File: config.mk
export PLATFORM = sky130hd
export DESIGN_NAME = pw_perm_router
export DESIGN_NICKNAME = d
export VERILOG_FILES = /design/src/rtl/pw_router_pkg.sv /design/src/rtl/pw_cx_master.sv /design/src/rtl/pw_cx_slave.sv /design/src/rtl/pw_perm_router.sv
export SDC_FILE = /design/constraint.sdc
export NUM_CORES = 1
export LEC_CHECK = 0
export CAP_MARGIN = 0
export CORE_MARGIN = 2
export CORE_UTILIZATION = 45
export DETAILED_ROUTE_END_ITERATION = 8
export DONT_BUFFER_PORTS = 1
export GPL_TIMING_DRIVEN = 0
export SYNTH_ARGS = -nofsm -noshare
export SYNTH_HDL_FRONTEND = slang
export SYNTH_SLANG_ARGS = --single-unit
export TNS_END_PERCENT = 20
File: constraint.sdc
create_clock -name clk -period 1.7 [get_ports clk]
set_input_delay 0.17 -clock clk [delete_from_list [all_inputs] [get_ports clk]]
set_output_delay 0.17 -clock clk [all_outputs]
set_load 0.1 [all_outputs]
File: src/rtl/pw_router_pkg.sv
package pw_router_pkg;

  // Number of compare-exchange columns for an odd-even merge sort of 2**lg inputs.
  function automatic int col_count(int lg);
    return lg * (lg + 1) / 2;
  endfunction

  // Merge block size handled by column c.
  function automatic int col_block(int lg, int c);
    int idx;
    int res;
    idx = 0;
    res = 1;
    for (int a = 0; a < lg; a++) begin
      for (int b = a; b >= 0; b--) begin
        if (idx == c) res = 1 << a;
        idx++;
      end
    end
    return res;
  endfunction

  // Comparison distance used in column c.
  function automatic int col_stride(int lg, int c);
    int idx;
    int res;
    idx = 0;
    res = 1;
    for (int a = 0; a < lg; a++) begin
      for (int b = a; b >= 0; b--) begin
        if (idx == c) res = 1 << b;
        idx++;
      end
    end
    return res;
  endfunction

  // Partner of position x in a column with block p and stride k; x itself when idle.
  function automatic int cx_partner(int n, int p, int k, int x);
    int r;
    r = x;
    for (int j = k % p; j < n - k; j += 2 * k) begin
      for (int i = 0; i < k; i++) begin
        if ((i + j) / (2 * p) == (i + j + k) / (2 * p)) begin
          if (i + j == x) r = x + k;
          else if (i + j + k == x) r = x - k;
        end
      end
    end
    return r;
  endfunction

endpackage

File: src/rtl/pw_cx_master.sv
module pw_cx_master
  import pw_router_pkg::*;
#(
  parameter int N  = 8,
  parameter int AW = 3,
  parameter int P  = 1,
  parameter int K  = 1
) (
  input  logic [N*AW-1:0] a_in,
  output logic [N*AW-1:0] a_out,
  output logic [N-1:0]    swap
);

  function automatic logic out_of_order(logic [AW-1:0] lo, logic [AW-1:0] hi);
    return lo > hi;
  endfunction

  for (genvar x = 0; x < N; x++) begin : g_pos
    localparam int PX = cx_partner(N, P, K, x);
    if (PX > x) begin : g_lo
      assign swap[x] = out_of_order(a_in[x*AW +: AW], a_in[PX*AW +: AW]);
    end else if (PX < x) begin : g_hi
      assign swap[x] = out_of_order(a_in[PX*AW +: AW], a_in[x*AW +: AW]);
    end else begin : g_idle
      assign swap[x] = 1'b0;
    end
    assign a_out[x*AW +: AW] = swap[x] ? a_in[PX*AW +: AW] : a_in[x*AW +: AW];
  end

endmodule

File: src/rtl/pw_cx_slave.sv
module pw_cx_slave
  import pw_router_pkg::*;
#(
  parameter int N  = 8,
  parameter int DW = 8,
  parameter int P  = 1,
  parameter int K  = 1
) (
  input  logic [N*DW-1:0] d_in,
  input  logic [N-1:0]    swap,
  output logic [N*DW-1:0] d_out
);

  for (genvar x = 0; x < N; x++) begin : g_pos
    localparam int PX = cx_partner(N, P, K, x);
    assign d_out[x*DW +: DW] = swap[x] ? d_in[PX*DW +: DW] : d_in[x*DW +: DW];
  end

endmodule

File: src/rtl/pw_perm_router.sv
module pw_perm_router
  import pw_router_pkg::*;
#(
  parameter int N  = 8,
  parameter int DW = 8
) (
  input  logic            clk,
  input  logic            rst_n,
  input  logic            in_valid,
  input  logic [N*$clog2(N)-1:0] in_addr,
  input  logic [N*DW-1:0] in_data,
  output logic            out_valid,
  output logic [N*DW-1:0] out_data
);

  localparam int AW  = $clog2(N);
  localparam int LG  = AW;
  localparam int NC  = col_count(LG);
  localparam int LAT = NC + 3;

  logic [N*AW-1:0] a_st [NC+1];
  logic [N*DW-1:0] d_st [NC+1];
  logic [N-1:0]    sw_st [NC];

  logic [N*AW-1:0] a_in_q;
  logic [N*DW-1:0] d_in_q;
  logic [N*DW-1:0] d_skew_q;
  logic [N*DW-1:0] out_q;
  logic [LAT-1:0]  v_q;

  // Named events for the checker.
  logic            sorted_valid;
  logic [N*AW-1:0] sorted_addr;

  always_ff @(posedge clk or negedge rst_n) begin
    if (!rst_n) begin
      a_in_q   <= '0;
      d_in_q   <= '0;
      d_skew_q <= '0;
      out_q    <= '0;
      v_q      <= '0;
    end else begin
      a_in_q   <= in_addr;
      d_in_q   <= in_data;
      d_skew_q <= d_in_q;
      out_q    <= d_st[NC];
      v_q      <= {v_q[LAT-2:0], in_valid};
    end
  end

  assign a_st[0] = a_in_q;
  assign d_st[0] = d_skew_q;

  for (genvar c = 0; c < NC; c++) begin : g_col
    localparam int P = col_block(LG, c);
    localparam int K = col_stride(LG, c);

    logic [N*AW-1:0] a_nx;
    logic [N-1:0]    sw_nx;
    logic [N*DW-1:0] d_nx;
    logic [N*AW-1:0] a_r;
    logic [N-1:0]    sw_r;
    logic [N*DW-1:0] d_r;

    pw_cx_master #(.N(N), .AW(AW), .P(P), .K(K)) u_master (
      .a_in  (a_st[c]),
      .a_out (a_nx),
      .swap  (sw_nx)
    );

    pw_cx_slave #(.N(N), .DW(DW), .P(P), .K(K)) u_slave (
      .d_in  (d_st[c]),
      .swap  (sw_st[c]),
      .d_out (d_nx)
    );

    always_ff @(posedge clk or negedge rst_n) begin
      if (!rst_n) begin
        a_r  <= '0;
        sw_r <= '0;
        d_r  <= '0;
      end else begin
        a_r  <= a_nx;
        sw_r <= sw_nx;
        d_r  <= d_nx;
      end
    end

    assign a_st[c+1] = a_r;
    assign sw_st[c]  = sw_r;
    assign d_st[c+1] = d_r;
  end

  assign sorted_valid = v_q[NC];
  assign sorted_addr  = a_st[NC];
  assign out_valid    = v_q[LAT-1];
  assign out_data     = out_q;

endmodule

==> metrics.txt <==
# DRC=0; Fmax achieved=0.5678 GHz; Yosys cell types=21; vias per std cell=roughly 4.7; pin count of the biggest net entering global routing=approximately 740; Ys Warns=0; Post-DRT Antenna Nets=0; Clk Tree Root Cell=clkbuf_16; hold_ws=-721.6 ps; worst r2r dst=g_col[1].a_r[21]; maxcap violations=0; worst-path maximum fanout=~740; element type at the critical path start=input pin; #FFs+latches synth=736; share of cells above drive strength 1=42.06%; Syn-to-layout area delta=19.91%; Rows=86; I/O pin count=156; WL final=41810 um; Pwr Density=roughly 2000 nW/um2; violated checks=hold timing, slew limit, setup timing; sequential cell area fraction in the yosys report=74.29%; Hold Path Class=in2async; Synth Cell Area=around 25000 um2; initial core utilization=45.26%; vias=11.09k; Mapped Nets=1535; Nets=1727; unrepaired setup endpoints after global routing=yes; drt initial violations=511; Setup CP Type=in2async; Total GRT Usage=15.26%; FF-to-FF Start=g_col[0].a_r[17]; CTS tree=built; die extent in y=~240 um; htree depth=3; wire per inst=approximately 18 um; CP arrival=1610 ps; commonest cells after routing, fill and taps aside=dfrtp_1 (669), mux2_2 (328), dlygate4sd3_1 (89); final design utilization=54.27%; crit end category=asynchronous set/reset pin; fin cells=2335; final setup fails=6; Critical Path RT=~1600 ps; CTS Hold Bufs=89; crit share post-route=103.6%; grt ovf=0; Clk pin slew, worst setup/hold paths=50 ps; first-pass GRT wire length=65570 um; Ant. Diodes=0; R2R setup slack=20 ps; clock buffer count from CTS=78; Port Buffers=0; Clock Path Buffers=3; Worst Reg-to-Reg Cells=5; Placed Cells=2091; Leak=0.01323 uW; cell count after synthesis=1387; Slew @ Worst Pin=a little under 3000 ps; Die W=roughly 240 um; most common cell after layout, fill and taps aside=dfrtp_1; initial antenna violation count=1; clk_skew=17.82 ps; syn_area_per_cell=approximately 18 um2; Final Critical Period=1761 ps; Core Region=54770 um2; Detailed Place HPWL=about 27000 um; clock sinks=736; endpoints failing hold=736; Slew Viols, Final=580; Worst-Skew Late Latency=600 ps; Final GP Congestion=just under 0.8; Slew headroom=-92.88%; Max VDD drop=1.136 mV; drt first pass iters=4; status=complete, but fails checks; number of global-route vias before repair=12.29k; Die Area=56980 um2; final worst setup slack=-61.24 ps; final total power=~60000 uW
-- cell type report --
type	instances	area, um2
Buffer	39	201.4
Inverter	75	281.5
Timing Repair Buffer	112	1064
Clock inverter	19	225.2
Multi-Input combinational cell	537	6256
Clock buffer	113	2316
Sequential cell	736	18500
Fill cell	4274	25040
Tap cell	704	880.8
-- worst max-delay path by stage --
stage / start / endpoint / depth (start not counted)
after floorplan: g_col[3].a_r[11] / g_col[4].a_r[10] / 6
after global placement: g_col[2].a_r[22] / g_col[3].a_r[9] / 5
after detailed placement: g_col[2].a_r[22] / g_col[3].a_r[11] / 5
after CTS: g_col[2].a_r[13] / g_col[3].a_r[14] / 5
after global routing: g_col[3].a_r[11] / g_col[4].a_r[10] / 6
final: rst_n / g_col[0].a_r[17] / 0
-- registers in the layout, summed over array words and instances (netlist names) --
signal      count
a_in_q         24
g_col.sw_r     19
d_skew_q       64
d_in_q         64
g_col.a_r     108
g_col.d_r     384
v_q             9
out_data       64
-- timing repair --
action | in CTS | in global routing
setup buffers | 6 | 17
gates resized for setup | 77 | 32
hold endpoints to repair | 825 | 736
pin swaps | 2 | 6
setup endpoints to repair | 104 | 60
-- cell families after synthesis --
| kind of cell | after synthesis | synth area share, % |
|---|---|---|
| AND/OR/NAND/NOR | 32 | 0.4997 |
| multiplexers | 380 | 18.05 |
| AO/OA/AOI/OAI | 68 | 2.337 |
| adder cells (fa/ha/maj) | 57 | 2.877 |
| flip-flops | 736 | 74.29 |
| buffers and inverters | 114 | 1.948 |
-- metrics by stage --
stage	setup TNS [ps]	setup WS, ps	hold WS [ps]	cell area [um2]
6_report	-257.9	-61.24	-721.6	29730
5_1_grt	-249.1	-38.49	-758.3	29730
4_1_cts	-87.03	-33.94	-760.9	29370
3_5_place_dp	-710.3	-79.15	-108.8	25670
3_3_place_gp	-179.8	-60.72	-108.3	25670
2_1_floorplan	0	100.5	-125.6	24790
-- Yosys cell counts --
library cell | number | area [um2]
nand3_1 | 1 | 5.000
mux2_2 | 328 | 3694
buf_6 | 1 | 11.26
nor2_1 | 2 | 7.510
mux2_4 | 52 | 780.8
and2_1 | 1 | 6.260
a31o_4 | 13 | 227.7
a21oi_2 | 1 | 8.760
o21a_1 | 13 | 97.59
nand2_1 | 28 | 105.1
a211oi_1 | 2 | 15.01
ha_1 | 57 | 713.2
dfrtp_1 | 736 | 18420
inv_1 | 75 | 281.5
a311oi_2 | 2 | 30.03
o21ai_2 | 1 | 8.760
o21ai_0 | 14 | 70.07
buf_2 | 38 | 190.2
a21o_1 | 3 | 22.52
a21oi_1 | 16 | 80.08
a31oi_1 | 3 | 18.77
-- routing by layer --
metal	part of all wire [%]	vias to the layer above	track usage (%)
met5	0	-	0
met1	38	5762	17.26
met3	3.7	85	3.314
met2	54	177	27.63
met4	3.5	0	6.818
li1	-	5062	-
-- worst register-to-register path, delay by kind of cell, from the launching register on --
family / cells / cell delay, ps
AO/OA/AOI/OAI: 2 / 460
adder cells (fa/ha/maj): 1 / 300
AND/OR/NAND/NOR: 1 / 40
flip-flops: 1 / 440
multiplexers: 1 / 310
-- power breakdown --
group	total (uW)	switching, uW	internal, uW
Clock	16500	6490	10000
Sequential	32100	8660	23400
Combinational	12400	5050	7390
No activity file was read; power rests on OpenSTA's default activity.
